<file path="config.mk">
export PLATFORM = sky130hd
export DESIGN_NAME = freq_gen_bank
export DESIGN_NICKNAME = d
export VERILOG_FILES = /design/src/rtl/freq_gen_bank.sv
export SDC_FILE = /design/constraint.sdc
export NUM_CORES = 1
export LEC_CHECK = 0
export ABC_AREA = 1
export BUFFER_PORTS_ARGS = -buffer_cell sky130_fd_sc_hd__buf_2
export CORE_MARGIN = 2
export CORE_UTILIZATION = 25
export CTS_BUF_LIST = sky130_fd_sc_hd__clkbuf_2 sky130_fd_sc_hd__clkbuf_4 sky130_fd_sc_hd__clkbuf_8
export CTS_CLUSTER_SIZE = 8
export DETAILED_ROUTE_END_ITERATION = 8
export GPL_TIMING_DRIVEN = 1
export HOLD_SLACK_MARGIN = 0.02
export MAX_ROUTING_LAYER = met4
export RECOVER_POWER = 100
export SLEW_MARGIN = 20
export SYNTH_ARGS = -nofsm -noshare
export SYNTH_HDL_FRONTEND = slang
export SYNTH_SLANG_ARGS = --single-unit
</file>
<file path="constraint.sdc">
create_clock -name clk -period 2.4 [get_ports clk]
set_clock_uncertainty 0.2 [all_clocks]
set_input_delay 0.48 -clock clk [delete_from_list [all_inputs] [get_ports clk]]
set_output_delay 0.48 -clock clk [all_outputs]
set_load 0.01 [all_outputs]
</file>
<file path="src/rtl/freq_gen_bank.sv">
module freq_gen_bank #(
  parameter bit EXT_FMT    = 1'b1,
  parameter int CH_PER_REG = 3,
  parameter int FLD_W      = 10,
  parameter int REG_W      = 32,
  parameter int SCALE_BIT  = 30
) (
  input  logic                    clk,
  input  logic                    rst_n,
  input  logic                    wr_en,
  input  logic                    wr_sel,
  input  logic [REG_W-1:0]        wr_data,
  input  logic                    rd_sel,
  output logic [REG_W-1:0]        rd_data,
  input  logic                    cpu_stb,
  input  logic                    aux_stb,
  input  logic                    aux2_stb,
  output logic [2*CH_PER_REG-1:0] div_stb
);
  localparam int NCH   = 2 * CH_PER_REG;
  localparam int DIV_W = FLD_W - 2;
  localparam int CNT_W = DIV_W + 1;

  logic [REG_W-1:0] ctl0, ctl1, nxt0, nxt1;
  logic             scl, nscl;

  assign nxt0 = (wr_en && !wr_sel) ? wr_data : ctl0;
  assign nxt1 = (wr_en &&  wr_sel) ? wr_data : ctl1;

  always_ff @(posedge clk or negedge rst_n) begin
    if (!rst_n) begin
      ctl0 <= '0;
      ctl1 <= '0;
    end else begin
      ctl0 <= nxt0;
      ctl1 <= nxt1;
    end
  end

  assign rd_data = rd_sel ? ctl1 : ctl0;
  assign scl     = EXT_FMT & ctl0[SCALE_BIT];
  assign nscl    = EXT_FMT & nxt0[SCALE_BIT];

  for (genvar k = 0; k < NCH; k++) begin : g_ch
    localparam int OFF = FLD_W * (k % CH_PER_REG);
    logic [FLD_W-1:0] fld, nfld;
    logic             on, sel, restart, out_q;
    logic [CNT_W-1:0] cnt, last;

    assign fld  = (k < CH_PER_REG) ? ctl0[OFF +: FLD_W] : ctl1[OFF +: FLD_W];
    assign nfld = (k < CH_PER_REG) ? nxt0[OFF +: FLD_W] : nxt1[OFF +: FLD_W];

    if (EXT_FMT) begin : g_ext
      assign on = (fld[1:0] != 2'd0);
      always_comb begin
        case (fld[1:0])
          2'd1:    sel = aux2_stb;
          2'd2:    sel = cpu_stb;
          2'd3:    sel = aux_stb;
          default: sel = 1'b0;
        endcase
      end
    end else begin : g_leg
      assign on  = fld[1];
      assign sel = fld[0] ? aux_stb : cpu_stb;
    end

    assign last    = scl ? {1'b0, fld[FLD_W-1:2]} : {fld[FLD_W-1:2], 1'b1};
    assign restart = (fld != nfld) || (scl != nscl);

    always_ff @(posedge clk or negedge rst_n) begin
      if (!rst_n) begin
        cnt   <= '0;
        out_q <= 1'b0;
      end else if (restart || !on) begin
        cnt   <= '0;
        out_q <= 1'b0;
      end else if (sel) begin
        if (cnt == last) begin
          cnt   <= '0;
          out_q <= 1'b1;
        end else begin
          cnt   <= cnt + 1'b1;
          out_q <= 1'b0;
        end
      end else begin
        out_q <= 1'b0;
      end
    end

    assign div_stb[k] = out_q;
  end
endmodule

</file>
Yosys cells after proc, flatten, opt, wreduce, memory -nomap -nowiden
Index checks and enable logic that the tools add are counted.
- bits in registers: 124
- bits in latches: 0
- RAM bits: 0
- ROM bits: 0
- word-level logic and storage cells: 137
- memories kept: 0
- add/subtract/negate cells: 6
- multipliers: 0
- div/mod/pow operators: 0
- order comparisons: 0
- equality and inequality tests: 31
- shift-type cells: 0
- mux-type cells: 51
- bitwise operators: 0
- reduce and logical (&&, ||, !) cells: 33
- operators with widths (kind ; number):
    $mux W9 ; 24
    $ne A10 B10 Y1 ; 6
    $add A9 B1 Y9 const B ; 6
    $eq A9 B9 Y1 ; 6
    $mux W32 ; 1
    $mux W31 ; 1
    $mux W30 ; 1
    $eq A2 B2 Y1 const B ; 12
    $reduce_bool A2 Y1 ; 12
    $mux W1 ; 18
    $pmux W1 S3 ; 6
    $eq A2 B1 Y1 const B ; 6
    $logic_or A1 B1 Y1 ; 12
    $logic_not A1 Y1 ; 7
    $logic_and A1 B1 Y1 ; 2
    $ne A1 B1 Y1 ; 1

Depth between registers and ports, before layout
- depth in word-level cells: 7
- depth in mapped cells: 12
- mapped depth without buffers: 11

Worst setup path after synthesis
Ideal clock, no wire load.
- path kind: input to output
- from: input port rd_sel
- to: output port rd_data[10]
- arrival: 1194 ps
- required time: 1720 ps
- slack: 526 ps
- stages: 4
- cells stage by stage: clkbuf_1 > clkbuf_1 > nand2_1 > o21ai_0
- cells in the longest elaborated chain, start to end: 1
- RTL lines (element ; RTL line ; RTL):
    start: declaration ; 13 ; input logic rd_sel,
    $mux W32 ; 40 ; assign rd_data = rd_sel ? ctl1 : ctl0;
    end: declaration ; 14 ; output logic [REG_W-1:0] rd_data,
No other way between the ends.

Final worst setup path
- from: register ctl0[17]
- to: output port rd_data[17]
- cells in the longest elaborated chain, start to end: 1
- RTL lines (element ; RTL line ; RTL):
    start: declaration ; 24 ; logic [REG_W-1:0] ctl0, ctl1, nxt0, nxt1;
    start signal: assignment ; 35 ; ctl0 <= nxt0;
    $mux W32 ; 40 ;
No other way between the ends.

==> metrics <==
Gate Count Post-Synth=around 1400; Hold Path Class=primary input to register; Longest Clk Path Bufs=2; vias in the first global route=roughly 8000; largest net degree at the start of global routing=around 70; Max-Cap Viols=0; synthesis-to-layout area growth=13.14%; Die H=approximately 190 um; EDFF count, synth=0; Clock Tree Root=clkbuf_8; Worst-Skew Late Latency=between 400 and 500 ps; # clock sinks=124; I/O pins=78; endpoints failing setup=0; synthesis-stage register bit count=~120; DIE AREA=between 30000 and 40000 um2; CP Data Arrival Time=1630 ps; CP peak stage delay=~430 ps; share of cells above drive strength 1=0.08228; Leakage Power=about 4.7 nW; ys async rst share=1.000; placed inst area=about 9700 um2; run status=complete, no violations; syn avg cell area=6.514 um2; fmax=433.2 MHz; antenna violations before repair=6; Worst Setup Start Kind=register; most area-hungry cell type in the Yosys netlist=dfrtp_1; H-tree level count=4; RR Startpoint=ctl0[30]; most common cell in the netlist=nand2_1; min-delay src=wr_data[31]; core box area=about 35000 um2; required time worst endpoint=1720 ps; critical path fanouts, max=5; IO buf count=77; Hold Violations, Final=0; gr usage total=0.1473; dpl hpwl=between 15000 and 20000 um; yosys warns=0; first drt pass iteration count=6; global route overflow=0; fin area=around 10000 um2; CP Capture Type=primary output; Post-Syn Area=8801 um2; num rows=68; Fin Setup TNS=0 ps; post_cts resized=0; Nets=1456; Most used DFF post-synth=dfrtp_1; Synth area leaders=dfrtp_1 35%, nand2_1 18%, nand3_1 9.4%, o21ai_0 6.6%, inv_1 6.5%; CP max-delay cell=o21ai_0; Max rail drop VDD=about 0.34 mV; minimum period implied by the final worst setup slack=around 2300 ps; Vias=between 8000 and 9000; Fillers=3808; via/cell ratio=about 4.6; Slew @ Worst Pin=approximately 1100 ps; register area share after synthesis=0.3526; post-synthesis net count=1397; DRT iter0 DRCs=between 600 and 700; Synth top area share=0.3526; r2r setup slk=approximately 160 ps; post-synth cell types=34; start point of the critical path=ctl0[17]; RSZ-0062 raised after global routing=no; TritonCTS buffer count=17; CTS tree=built; Commonest cells post-synth=430 x nand2_1, 165 x nand3_1, 152 x inv_1, 124 x dfrtp_1, 116 x o21ai_0; DRT antenna net count=0; Routed WL=approximately 25000 um; Crit Path Class=register to primary output; Cell Pwr Density=about 600 nW/um2; gpl congestion=~0.87; Worst slew margin=0.2751; first-pass GRT wire length=about 42000 um; DRC viols=0; clock-pin slew on the worst setup and hold paths=80 ps; Slew Limit Fails=0; crit path cell chain=inv_1 > o21ai_0 > clkbuf_1; Initial Utilization=0.2542; Final period util=0.9618; Die X=between 150 and 200 um; average wire per standard cell=between 10 and 15 um
final timing paths:
path | cells past startpoint | end
worst max-delay path | 3 | rd_data[17]
worst min-delay path | 3 | ctl1[31]
max in group asynchronous | 3 | ctl0[30]
worst max register to register | 8 | g_ch[3].cnt[0]
worst min register to register | 2 | ctl1[31]
min in group asynchronous | 2 | g_ch[2].cnt[7]
metal layers:
layer  track usage  part of all wire
met3       0.02850             0.041
met1        0.1784              0.45
met2        0.2284              0.45
met4       0.08609             0.055
met5             -                 0
cells by family after synthesis:
group | count (synthesis) | synth area share
adders and majority gates | 6 | 0.008530
xor gates and xnor gates | 35 | 0.03483
buffers and inverters | 211 | 0.1039
and+or+nand+nor | 796 | 0.3894
DFF | 124 | 0.3526
muxes | 1 | 0.001279
AOI/OAI and AO/OA | 178 | 0.1095
placed cells by master (no fill, tap or decap), types with 19 or more instances in the layout:
master,n
o21ai_0,130
nand3_1,167
clkbuf_8,21
dfrtp_1,123
clkbuf_1,36
nand2_1,432
nor2_1,122
inv_1,152
buf_2,43
nor3_1,19
nand4_1,23
xor2_1,26
cell type report:
| cell class | count | area [um2] | share of cell area |
|---|---|---|---|
| inverter | 155 | 581.8 | 0.05843 |
| timing repair buffer | 96 | 539.3 | 0.05416 |
| tap | 455 | 569.3 | 0.05718 |
| clock inverter | 6 | 85.08 | 0.008545 |
| sequential | 124 | 3104 | 0.3118 |
| clock buffer | 25 | 319.1 | 0.03204 |
| multi-input combinational | 1016 | 4743 | 0.4764 |
| antenna | 6 | 15.01 | 0.001508 |
through the flow:
step           cells  power, mW  hold slack, ps  setup slack, ps  utilization
3_5_place_dp    1845      4.018           161.5            211.3       0.2793
4_1_cts         1877      5.977           65.38            63.66       0.2912
3_3_place_gp    1845      4.004           164.5            220.6       0.2793
2_1_floorplan   1351      3.494          -15.59            526.5            -
6_report        1883      5.871           93.79            91.60       0.2875
5_1_grt         1883      6.262           101.8            2.949       0.2875
critical path, delay by kind of cell (launching register included):
| kind | cells | cell delay, ps |
|---|---|---|
| AOI/OAI and AO/OA | 1 | 430 |
| buffers and inverters | 2 | 310 |
| DFF | 1 | 410 |
state kept, by name, indices dropped and copies added (netlist names):
signal,cells
ctl1,32
ctl0,32
g_ch.cnt,54
g_ch.out_q,6
report_power, final:
group / switching [mW] / internal (mW)
logic: 1.02 / 0.491
clock network: 0.860 / 1.07
registers: 0.199 / 2.23
total: 2.08 / 3.79
repair_timing:
item / in CTS / in global routing
hold buffers: 1 / 0
buffers inserted: 0 / 0
setup endpoints to repair: 0 / 0
endpoints found under the hold margin: 69 / 0
Power figures use the tool's default switching activity.
